$ cat src/rtl/pcb_pkg.sv
package pcb_pkg;

  localparam int PC_BYTES = 2;

  typedef enum logic [1:0] {
    SRC_HOLD = 2'd0,
    SRC_SEQ  = 2'd1,
    SRC_JUMP = 2'd2,
    SRC_RET  = 2'd3
  } pc_src_e;

endpackage

$ cat src/rtl/pcb_rst_sync.sv
module pcb_rst_sync #(
  parameter int STAGES = 2
) (
  input  logic clk,
  input  logic rst_n,
  output logic rst_sync_n
);

  logic [STAGES-1:0] sync_q;
  logic [STAGES-1:0] sync_d;

  always_comb begin
    sync_d = {sync_q[STAGES-2:0], 1'b1};
  end

  always_ff @(posedge clk or negedge rst_n) begin
    if (!rst_n) begin
      sync_q <= '0;
    end else begin
      sync_q <= sync_d;
    end
  end

  assign rst_sync_n = sync_q[STAGES-1];

endmodule

$ cat src/rtl/pcb_cond_eval.sv
module pcb_cond_eval #(
  parameter int COND_W = 3,
  parameter int STAT_W = 8
) (
  input  logic [COND_W-1:0] cond_i,
  input  logic [STAT_W-1:0] status_i,
  output logic              taken_o
);

  localparam int NCOND = 1 << COND_W;

  logic [NCOND-1:0] hit;

  // code 0 always passes; code k tests status bit STAT_W-k
  for (genvar gk = 0; gk < NCOND; gk++) begin : g_cond
    if (gk == 0) begin : g_always
      assign hit[gk] = 1'b1;
    end else begin : g_flag
      assign hit[gk] = status_i[STAT_W-gk];
    end
  end

  assign taken_o = hit[cond_i];

endmodule

$ cat src/rtl/pcb_pc_reg.sv
module pcb_pc_reg
  import pcb_pkg::*;
#(
  parameter int BYTE_W = 8,
  parameter int LEN_W  = 2
) (
  input  logic                         clk,
  input  logic                         rst_n,
  input  pc_src_e                      src_i,
  input  logic [LEN_W-1:0]             len_i,
  input  logic [PC_BYTES*BYTE_W-1:0]   jump_tgt_i,
  input  logic [PC_BYTES*BYTE_W-1:0]   ret_addr_i,
  output logic [PC_BYTES*BYTE_W-1:0]   pc_o,
  output logic [PC_BYTES*BYTE_W-1:0]   seq_next_o
);

  localparam int PC_W = PC_BYTES * BYTE_W;

  logic [PC_BYTES-1:0][BYTE_W-1:0] pc_q;
  logic [PC_BYTES-1:0][BYTE_W-1:0] seq_b;
  logic [PC_BYTES-1:0]             carry;
  logic [PC_W-1:0]                 pc_d;
  logic                            pc_en;

  assign carry[0] = 1'b0;

  // byte-slice incrementer: each byte adds the carry out of the one below
  for (genvar gi = 0; gi < PC_BYTES; gi++) begin : g_byte
    logic [BYTE_W-1:0] addend;
    if (gi == 0) begin : g_low
      assign addend = BYTE_W'(len_i);
    end else begin : g_upper
      assign addend = '0;
    end
    if (gi < PC_BYTES - 1) begin : g_carry
      logic [BYTE_W:0] sum;
      assign sum = {1'b0, pc_q[gi]} + {1'b0, addend} + (BYTE_W+1)'(carry[gi]);
      assign seq_b[gi]    = sum[BYTE_W-1:0];
      assign carry[gi+1]  = sum[BYTE_W];
    end else begin : g_top
      assign seq_b[gi] = pc_q[gi] + addend + BYTE_W'(carry[gi]);
    end
  end

  assign seq_next_o = seq_b;
  assign pc_o       = pc_q;

  always_comb begin
    pc_en = 1'b1;
    pc_d  = pc_q;
    case (src_i)
      SRC_SEQ:  pc_d = seq_b;
      SRC_JUMP: pc_d = jump_tgt_i;
      SRC_RET:  pc_d = ret_addr_i;
      default: begin
        pc_en = 1'b0;
        pc_d  = pc_q;
      end
    endcase
  end

  always_ff @(posedge clk or negedge rst_n) begin
    if (!rst_n) begin
      pc_q <= '0;
    end else if (pc_en) begin
      pc_q <= pc_d;
    end
  end

endmodule

$ cat src/rtl/pcb_ret_reg.sv
module pcb_ret_reg #(
  parameter int ADDR_W = 16
) (
  input  logic              clk,
  input  logic              rst_n,
  input  logic              save_en_i,
  input  logic [ADDR_W-1:0] save_val_i,
  output logic [ADDR_W-1:0] ret_addr_o
);

  logic [ADDR_W-1:0] ret_q;
  logic [ADDR_W-1:0] ret_d;

  always_comb begin
    ret_d = save_en_i ? save_val_i : ret_q;
  end

  always_ff @(posedge clk or negedge rst_n) begin
    if (!rst_n) begin
      ret_q <= '0;
    end else if (save_en_i) begin
      ret_q <= ret_d;
    end
  end

  assign ret_addr_o = ret_q;

endmodule

$ cat src/rtl/pc_branch_unit.sv
module pc_branch_unit
  import pcb_pkg::*;
#(
  parameter int BYTE_W = 8,
  parameter int LEN_W  = 2,
  parameter int COND_W = 3,
  parameter int STAT_W = 8
) (
  input  logic                clk,
  input  logic                rst_n,
  input  logic                step_i,
  input  logic [LEN_W-1:0]    len_i,
  input  logic                jmp_i,
  input  logic [COND_W-1:0]   cond_i,
  input  logic                tgt_imm_i,
  input  logic [BYTE_W-1:0]   pair_hi_i,
  input  logic [BYTE_W-1:0]   pair_lo_i,
  input  logic [2*BYTE_W-1:0] imm_i,
  input  logic [STAT_W-1:0]   status_i,
  input  logic                ret_i,
  input  logic                hlt_i,
  output logic [BYTE_W-1:0]   pc_hi_o,
  output logic [BYTE_W-1:0]   pc_lo_o,
  output logic                halted_o
);

  localparam int PC_W = PC_BYTES * BYTE_W;

  logic            rst_int_n;
  logic            cond_hit;
  logic            live;
  logic            halt_set;
  logic            save_en;
  logic            halted_q;
  logic            halted_d;
  pc_src_e         src;
  logic [PC_W-1:0] target;
  logic [PC_W-1:0] ret_addr;
  logic [PC_W-1:0] seq_next;
  logic [PC_W-1:0] pc_w;

  pcb_rst_sync #(.STAGES(2)) rst_sync_i (
    .clk        (clk),
    .rst_n      (rst_n),
    .rst_sync_n (rst_int_n)
  );

  pcb_cond_eval #(.COND_W(COND_W), .STAT_W(STAT_W)) cond_i_u (
    .cond_i   (cond_i),
    .status_i (status_i),
    .taken_o  (cond_hit)
  );

  assign target = tgt_imm_i ? imm_i : {pair_hi_i, pair_lo_i};
  assign live   = step_i & ~halted_q;

  // next-state selection: halt over return over jump over sequential
  always_comb begin
    src      = SRC_HOLD;
    halt_set = 1'b0;
    save_en  = 1'b0;
    if (live) begin
      if (hlt_i) begin
        halt_set = 1'b1;
      end else if (ret_i) begin
        src = SRC_RET;
      end else if (jmp_i && cond_hit) begin
        src     = SRC_JUMP;
        save_en = 1'b1;
      end else begin
        src = SRC_SEQ;
      end
    end
  end

  pcb_pc_reg #(.BYTE_W(BYTE_W), .LEN_W(LEN_W)) pc_reg_i (
    .clk        (clk),
    .rst_n      (rst_int_n),
    .src_i      (src),
    .len_i      (len_i),
    .jump_tgt_i (target),
    .ret_addr_i (ret_addr),
    .pc_o       (pc_w),
    .seq_next_o (seq_next)
  );

  pcb_ret_reg #(.ADDR_W(PC_W)) ret_reg_i (
    .clk        (clk),
    .rst_n      (rst_int_n),
    .save_en_i  (save_en),
    .save_val_i (seq_next),
    .ret_addr_o (ret_addr)
  );

  always_comb begin
    halted_d = halted_q | halt_set;
  end

  always_ff @(posedge clk or negedge rst_int_n) begin
    if (!rst_int_n) begin
      halted_q <= 1'b0;
    end else if (halt_set) begin
      halted_q <= halted_d;
    end
  end

  assign pc_hi_o  = pc_w[PC_W-1:BYTE_W];
  assign pc_lo_o  = pc_w[BYTE_W-1:0];
  assign halted_o = halted_q;

  AST_IDLE_HOLD: assert property (@(posedge clk) disable iff (!rst_int_n)
    !$past(step_i) |-> $stable(pc_w) && $stable(ret_addr));

  AST_SEQ_ADVANCE: assert property (@(posedge clk) disable iff (!rst_int_n)
    $past(step_i && !halted_o && !hlt_i && !ret_i && !jmp_i)
      |-> (pc_w - $past(pc_w)) == PC_W'($past(len_i)));

  AST_ALWAYS_JUMP: assert property (@(posedge clk) disable iff (!rst_int_n)
    $past(step_i && !halted_o && !hlt_i && !ret_i && jmp_i && cond_i == '0)
      |-> pc_w == $past(tgt_imm_i ? imm_i : {pair_hi_i, pair_lo_i}));

  AST_RET_RESTORE: assert property (@(posedge clk) disable iff (!rst_int_n)
    $past(step_i && !halted_o && !hlt_i && ret_i) |-> pc_w == $past(ret_addr));

  AST_HALT_STICKY: assert property (@(posedge clk) disable iff (!rst_int_n)
    halted_o |=> halted_o);

  AST_HALT_FREEZE: assert property (@(posedge clk) disable iff (!rst_int_n)
    $past(halted_o || (step_i && hlt_i)) |-> $stable(pc_w));

endmodule

$ cat config.mk
export PLATFORM = sky130hd
export DESIGN_NAME = pc_branch_unit
export DESIGN_NICKNAME = d
export VERILOG_FILES = /design/src/rtl/pcb_pkg.sv /design/src/rtl/pcb_rst_sync.sv /design/src/rtl/pcb_cond_eval.sv /design/src/rtl/pcb_pc_reg.sv /design/src/rtl/pcb_ret_reg.sv /design/src/rtl/pc_branch_unit.sv
export SDC_FILE = /design/constraint.sdc
export NUM_CORES = 1
export LEC_CHECK = 0
export BUFFER_PORTS_ARGS = -buffer_cell sky130_fd_sc_hd__clkbuf_2
export CAP_MARGIN = 5
export CELL_PAD_IN_SITES_DETAIL_PLACEMENT = 1
export CELL_PAD_IN_SITES_GLOBAL_PLACEMENT = 1
export CORE_AREA = 4 4 83 85
export CTS_CLUSTER_DIAMETER = 60
export CTS_CLUSTER_SIZE = 12
export DETAILED_ROUTE_END_ITERATION = 7
export DIE_AREA = 0 0 87 89
export GPL_TIMING_DRIVEN = 0
export PLACE_DENSITY = 0.84
export SYNTH_ARGS = -nofsm -noshare
export SYNTH_HDL_FRONTEND = slang
export SYNTH_SLANG_ARGS = --single-unit
$ cat constraint.sdc
create_clock -name clk -period 2.9 [get_ports clk]
set_input_delay 0.145 -clock clk [delete_from_list [all_inputs] [get_ports clk]]
set_output_delay 0.145 -clock clk [all_outputs]
set_load 0.005 [all_outputs]
==> results of run 1 <==
[final timing paths]
check	from	end	slack (ns)	depth (start not counted)
max in group asynchronous	rst_sync_i.sync_q[1]$_DFF_PN0_	halted_o$_DFFE_PN0P_	2.04	1
hold reg to reg	rst_sync_i.sync_q[1]$_DFF_PN0_	pc_reg_i.pc_o[11]$_DFFE_PN0P_	0.31	0
min in group asynchronous	rst_n	rst_sync_i.sync_q[0]$_DFF_PN0_	0.15	2
setup / recovery	pc_reg_i.pc_o[0]$_DFFE_PN0P_	pc_reg_i.pc_o[15]$_DFFE_PN0P_	0.16	9
hold / removal	step_i	halted_o$_DFFE_PN0P_	0.10	2
setup reg to reg	pc_reg_i.pc_o[0]$_DFFE_PN0P_	pc_reg_i.pc_o[15]$_DFFE_PN0P_	0.16	9
[layer usage]
metal	part of all wire	wire length [um]	global-route usage	up-vias
li1	-	-	-	1163
met1	0.44	3620	0.287	1207
met2	0.48	3890	0.374	92
met3	0.064	526	0.0341	11
met4	0.017	136	0.0623	0
met5	0	0	0	-
[cells in the mapped netlist (5+ instances only)]
cell type / instances / area share
a21oi_1: 16 / 0.031
nor2b_1: 5 / 0.012
mux2_4: 6 / 0.035
o211ai_1: 13 / 0.038
nand4_1: 6 / 0.015
o21ai_0: 10 / 0.019
nor2_1: 12 / 0.017
xnor2_1: 10 / 0.034
nand2b_1: 5 / 0.012
mux2i_1: 18 / 0.070
dfrtp_1: 35 / 0.34
nand4b_1: 7 / 0.024
clkbuf_1: 20 / 0.029
mux2_2: 14 / 0.061
nand3_1: 12 / 0.023
nand2_1: 18 / 0.026
[stage by stage]
stage	TNS (ns)	hold slack [ns]
finish	0	0.104
floorplan	0	-0.151
global route	-0.0327	0.113
global placement	0	-0.0691
detailed placement	-0.0968	-0.0679
CTS	0	0.102
[state kept, by name, indices dropped and copies added (netlist names)]
name / cells
halted_o: 1
pc_reg_i.pc_o: 16
ret_reg_i.ret_addr_o: 16
rst_sync_i.sync_q: 2
[power breakdown]
part           switching, W  internal (W)  total (W)
registers         0.0000341      0.000517   0.000551
logic              0.000228      0.000195   0.000423
clock network      0.000186      0.000187   0.000373
total              0.000448      0.000899    0.00135
[cell families (layout without fill, tap and decap cells)]
kind of cell / Yosys count / count (layout) / synth area share
buffers and inverters: 24 / 98 / 0.0452
xor gates and xnor gates: 10 / 10 / 0.0340
adders and majority gates: 5 / 5 / 0.0272
muxes: 40 / 40 / 0.184
DFF: 35 / 35 / 0.340
other: 1 / 1 / 0.00146
and+or+nand+nor: 82 / 82 / 0.181
AOI/OAI and AO/OA: 70 / 70 / 0.188
[timing repair]
action                                 4_1_cts  5_1_grt
setup buffers                                0        2
pin swaps                                    0        1
endpoints found under the hold margin        2        0
setup endpoints to repair                    3        5
hold buffers                                 1        0
resized for setup                            1        4
[cell type report]
class                      count  area, sq um
buffer                        22          109
multi-input combinational    208         1600
timing repair buffer          69          378
sequential                    35          876
tap                           77         96.3
fill                         740         3060
clock inverter                 1         5.00
clock buffer                   6         82.6
==> impl_metrics.json, run 1 <==
{
  "post-place-ws_ns": -0.0714,
  "ys_ff_latch": 35,
  "worstPathRequired_ns": 3.08,
  "io-pin-count": 69,
  "layout.nets": 398,
  "syn_to_final_growth_pct": 22.1,
  "layout_common_cells": "clkbuf_2 (65), dfrtp_1 (35), clkbuf_1 (18), nand2_1 (18), mux2i_1 (18)",
  "tightest_slew_ns": 1.13,
  "cts_max_level": 2,
  "drtIter0Drc": 192,
  "post_route_cells_drive_above_1_share": 0.326,
  "synth_ff_type": "dfrtp_1",
  "finalSetupViolations": 0,
  "cp_max_fo": 5,
  "cts_buffers": 5,
  "crit_slowest_cell": "dfrtp_1",
  "mostFrequentLayoutCell": "clkbuf_2",
  "cellPowerDensity_mw_per_mm2": 429,
  "cp-start-kind": "flop",
  "arrival_ns": 2.92,
  "die_height_um": 89,
  "ctsRootBufferMaster": "clkbuf_8",
  "diodes": 0,
  "crit_buf_inv": 0,
  "grt_pass1_vias": 2554,
  "clk_pin_slew_worst_paths_ns": 0.07,
  "drtPass1Iterations": 5,
  "insertion_delay_ns": 0.29,
  "fin_ws_ns": 0.161,
  "cts_num_sinks": 35,
  "fp.dieW_um": 87,
  "leakagePower_nw": 1.36,
  "finalCritPeriodShare": 0.944,
  "globalplace.congestion": 0.890,
  "crit_type": "reg -> reg",
  "finClkSkew_ns": 0.00454,
  "crit_path_end_kind": "flop",
  "dp_cells": 410,
  "max_stage_delay_ns": 0.39,
  "grt_max_degree": 20,
  "stdcell_count": 418,
  "finalHoldViolCount": 0,
  "start_util": 0.415,
  "place_area_sq_mm": 0.00302,
  "grt_pass1_wl_um": 13000,
  "grt-ovfl-total": 0,
  "synth_cell_types": 46,
  "vias": 2473,
  "max_slew_margin": 0.243,
  "holdCritPathClass": "in -> reg",
  "max_freq_mhz": 365,
  "min_period_ns": 2.74,
  "rows": 29,
  "final_core_util": 0.507,
  "path_delay_family": "simple AND/OR/NAND/NOR gates",
  "slew_viol_final": 0,
  "cp_common_cell": "a221o_1",
  "wirelength_um": 8170,
  "antenna_found_initial": 0,
  "gr-usage-all-layers": 0.219,
  "route.detailed.drc": 0,
  "ir_drop_uv": 242,
  "avgSynthCellArea_sq_um": 9.64,
  "cts_max_path_buffers": 2,
  "vias_per_cell": 5.92,
  "crit_chain": "ha_2 -> fa_2 -> nand3_2 -> nor2_2 -> ha_1 -> and4_2 -> nand4_1 -> a221o_1 -> a221o_1",
  "die-area_sq_mm": 0.00774,
  "syn_area_sq_mm": 0.00257,
  "ys_warn_count": 0,
  "drtAntennaViolNets": 0,
  "synthArstFlopShare": 1.00,
  "synthCells": 267,
  "tritoncts": "built",
  "cap_violations": 0,
  "synth_edf_count": 0,
  "port_buffers": 65,
  "status": "completed",
  "syn_nets": 324,
  "detail_route.wl_per_cell_um": 19.5,
  "core_area_sq_mm": 0.00620,
  "ys_seq_area_frac": 0.340,
  "power_w": 0.00135,
  "dp_hpwl_um": 6090,
  "final_area_sq_mm": 0.00314
}
(Power assumes the default switching activity.)
==> inputs of run 2 (changes only) <==
Settings changed: REMOVE_ABC_BUFFERS set to 1.
==> run 2 against run 1 <==
Clock power grew 48%. Wire length shrank 4.6%. Clock skew grew 0.0038 ns. Hold slack lost 0.027 ns. Non-clock buffer count shrank 20. Register-to-register slack is essentially flat. Critical path depth is the same. Critical path type unchanged.
==> impl_metrics.json, run 2 (synthesis results as in run 1) <==
{
  "status": "completed",
  "clk_pin_slew_worst_paths_ns": 0.08,
  "crit_buf_inv": 0,
  "cap_violations": 0,
  "ir_drop_uv": 234,
  "wirelength_um": 7800,
  "worstPathRequired_ns": 3.09,
  "detail_route.wl_per_cell_um": 19.5,
  "holdCritPathClass": "in -> reg",
  "stdcell_count": 399,
  "syn_to_final_growth_pct": 19.6,
  "path_delay_family": "simple AND/OR/NAND/NOR gates",
  "slew_viol_final": 0,
  "antenna_found_initial": 0,
  "finalCritPeriodShare": 0.944,
  "finalHoldViolCount": 0,
  "die-area_sq_mm": 0.00774,
  "layout_common_cells": "clkbuf_2 (67), dfrtp_1 (34), nand2_1 (18), mux2i_1 (18), a21oi_1 (16)",
  "cts_max_level": 2,
  "drtAntennaViolNets": 0,
  "tightest_slew_ns": 0.943,
  "core_area_sq_mm": 0.00620,
  "grt_pass1_wl_um": 12800,
  "arrival_ns": 2.92,
  "cp_common_cell": "a221o_1",
  "dp_hpwl_um": 5250,
  "cp-start-kind": "flop",
  "grt_max_degree": 48,
  "cts_buffers": 5,
  "grt_pass1_vias": 2588,
  "final_area_sq_mm": 0.00308,
  "post_route_cells_drive_above_1_share": 0.351,
  "port_buffers": 67,
  "dp_cells": 388,
  "mostFrequentLayoutCell": "clkbuf_2",
  "start_util": 0.415,
  "finalSetupViolations": 0,
  "vias": 2443,
  "die_height_um": 89,
  "gr-usage-all-layers": 0.214,
  "io-pin-count": 69,
  "route.detailed.drc": 0,
  "final_core_util": 0.496,
  "drtPass1Iterations": 4,
  "tritoncts": "built",
  "crit_slowest_cell": "a221o_1",
  "insertion_delay_ns": 0.30,
  "crit_type": "reg -> reg",
  "finClkSkew_ns": 0.00834,
  "cp_max_fo": 5,
  "grt-ovfl-total": 0,
  "rows": 29,
  "cts_max_path_buffers": 2,
  "max_freq_mhz": 365,
  "place_area_sq_mm": 0.00291,
  "crit_chain": "ha_2 -> fa_2 -> nand3_1 -> nor2_2 -> ha_1 -> and4_2 -> nand4_1 -> a221o_1 -> a221o_1",
  "vias_per_cell": 6.12,
  "layout.nets": 378,
  "drtIter0Drc": 114,
  "diodes": 0,
  "max_slew_margin": 0.372,
  "cts_num_sinks": 35,
  "crit_path_end_kind": "flop",
  "ctsRootBufferMaster": "clkbuf_8",
  "hold_ws_ns": 0.0772,
  "globalplace.congestion": 0.760,
  "fp.dieW_um": 87,
  "max_stage_delay_ns": 0.40,
  "leakagePower_nw": 1.34,
  "min_period_ns": 2.74,
  "cellPowerDensity_mw_per_mm2": 486
}
## run 2: changes by cell type in the layout (fill, tap and decap cells not counted), sizes merged
cell,delta
clkinvlp,+1
buf,-4
clkbuf,-17
bufinv,+2
clkinv,-1
## run 2: path summary, 6_finish.rpt
kind | cells past startpoint | slack, ns | startpoint | to
worst min register to register | 0 | 0.34 | rst_sync_i.sync_q[1]$_DFF_PN0_ | pc_reg_i.pc_o[4]$_DFFE_PN0P_
min in group asynchronous | 2 | 0.14 | rst_n | rst_sync_i.sync_q[1]$_DFF_PN0_
worst min-delay path | 2 | 0.08 | step_i | halted_o$_DFFE_PN0P_
worst max-delay path | 9 | 0.16 | pc_reg_i.pc_o[0]$_DFFE_PN0P_ | pc_reg_i.pc_o[15]$_DFFE_PN0P_
worst max register to register | 9 | 0.16 | pc_reg_i.pc_o[0]$_DFFE_PN0P_ | pc_reg_i.pc_o[15]$_DFFE_PN0P_
max in group asynchronous | 0 | 2.05 | rst_sync_i.sync_q[1]$_DFF_PN0_ | pc_reg_i.pc_o[9]$_DFFE_PN0P_
## run 2: stage by stage
stage | TNS (ns) | setup WS, ns | total power, W
floorplan | 0 | 0.408 | 0.000795
detailed placement | -0.450 | -0.0750 | 0.000938
global route | -0.00626 | -0.00626 | 0.00158
global placement | -0.428 | -0.183 | 0.000918
CTS | 0 | 0.00466 | 0.00150
finish | 0 | 0.163 | 0.00150
## run 2: final cells by class
class / count / area (sq um)
clock inverter: 3 / 67.6
fill: 721 / 3130
tap: 77 / 96.3
sequential: 35 / 877
clock buffer: 5 / 68.8
multi-input combinational: 208 / 1600
timing repair buffer: 71 / 372
## run 2: report_power, final
| group | leakage, nW | total (W) | internal, W | switching, W |
|---|---|---|---|---|
| Clock | 0.0644 | 0.000551 | 0.000343 | 0.000208 |
| Combinational | 0.862 | 0.000389 | 0.000180 | 0.000209 |
| Sequential | 0.409 | 0.000556 | 0.000517 | 0.0000391 |
## run 2: routing by layer
layer / part of all wire / global-route usage
met1: 0.43 / 0.275
met2: 0.51 / 0.358
met3: 0.041 / 0.0424
met5: 0 / 0
met4: 0.018 / 0.0751
## run 2: worst reg2reg max path, cell delays in order (launching register included)
cell and delay (ns):
dfrtp_1 0.38, ha_2 0.23, fa_2 0.24, nand3_1 0.19
nor2_2 0.17, ha_1 0.22, and4_2 0.31, nand4_1 0.17
a221o_1 0.40, a221o_1 0.29
## run 2: timing repair
| action | CTS | global route |
|---|---|---|
| hold buffers | 1 | 0 |
| setup endpoints to repair | 1 | 5 |
| buffers inserted | 0 | 2 |
| endpoints found under the hold margin | 2 | 0 |
| pin swaps | 0 | 1 |
| gates resized for setup | 1 | 4 |
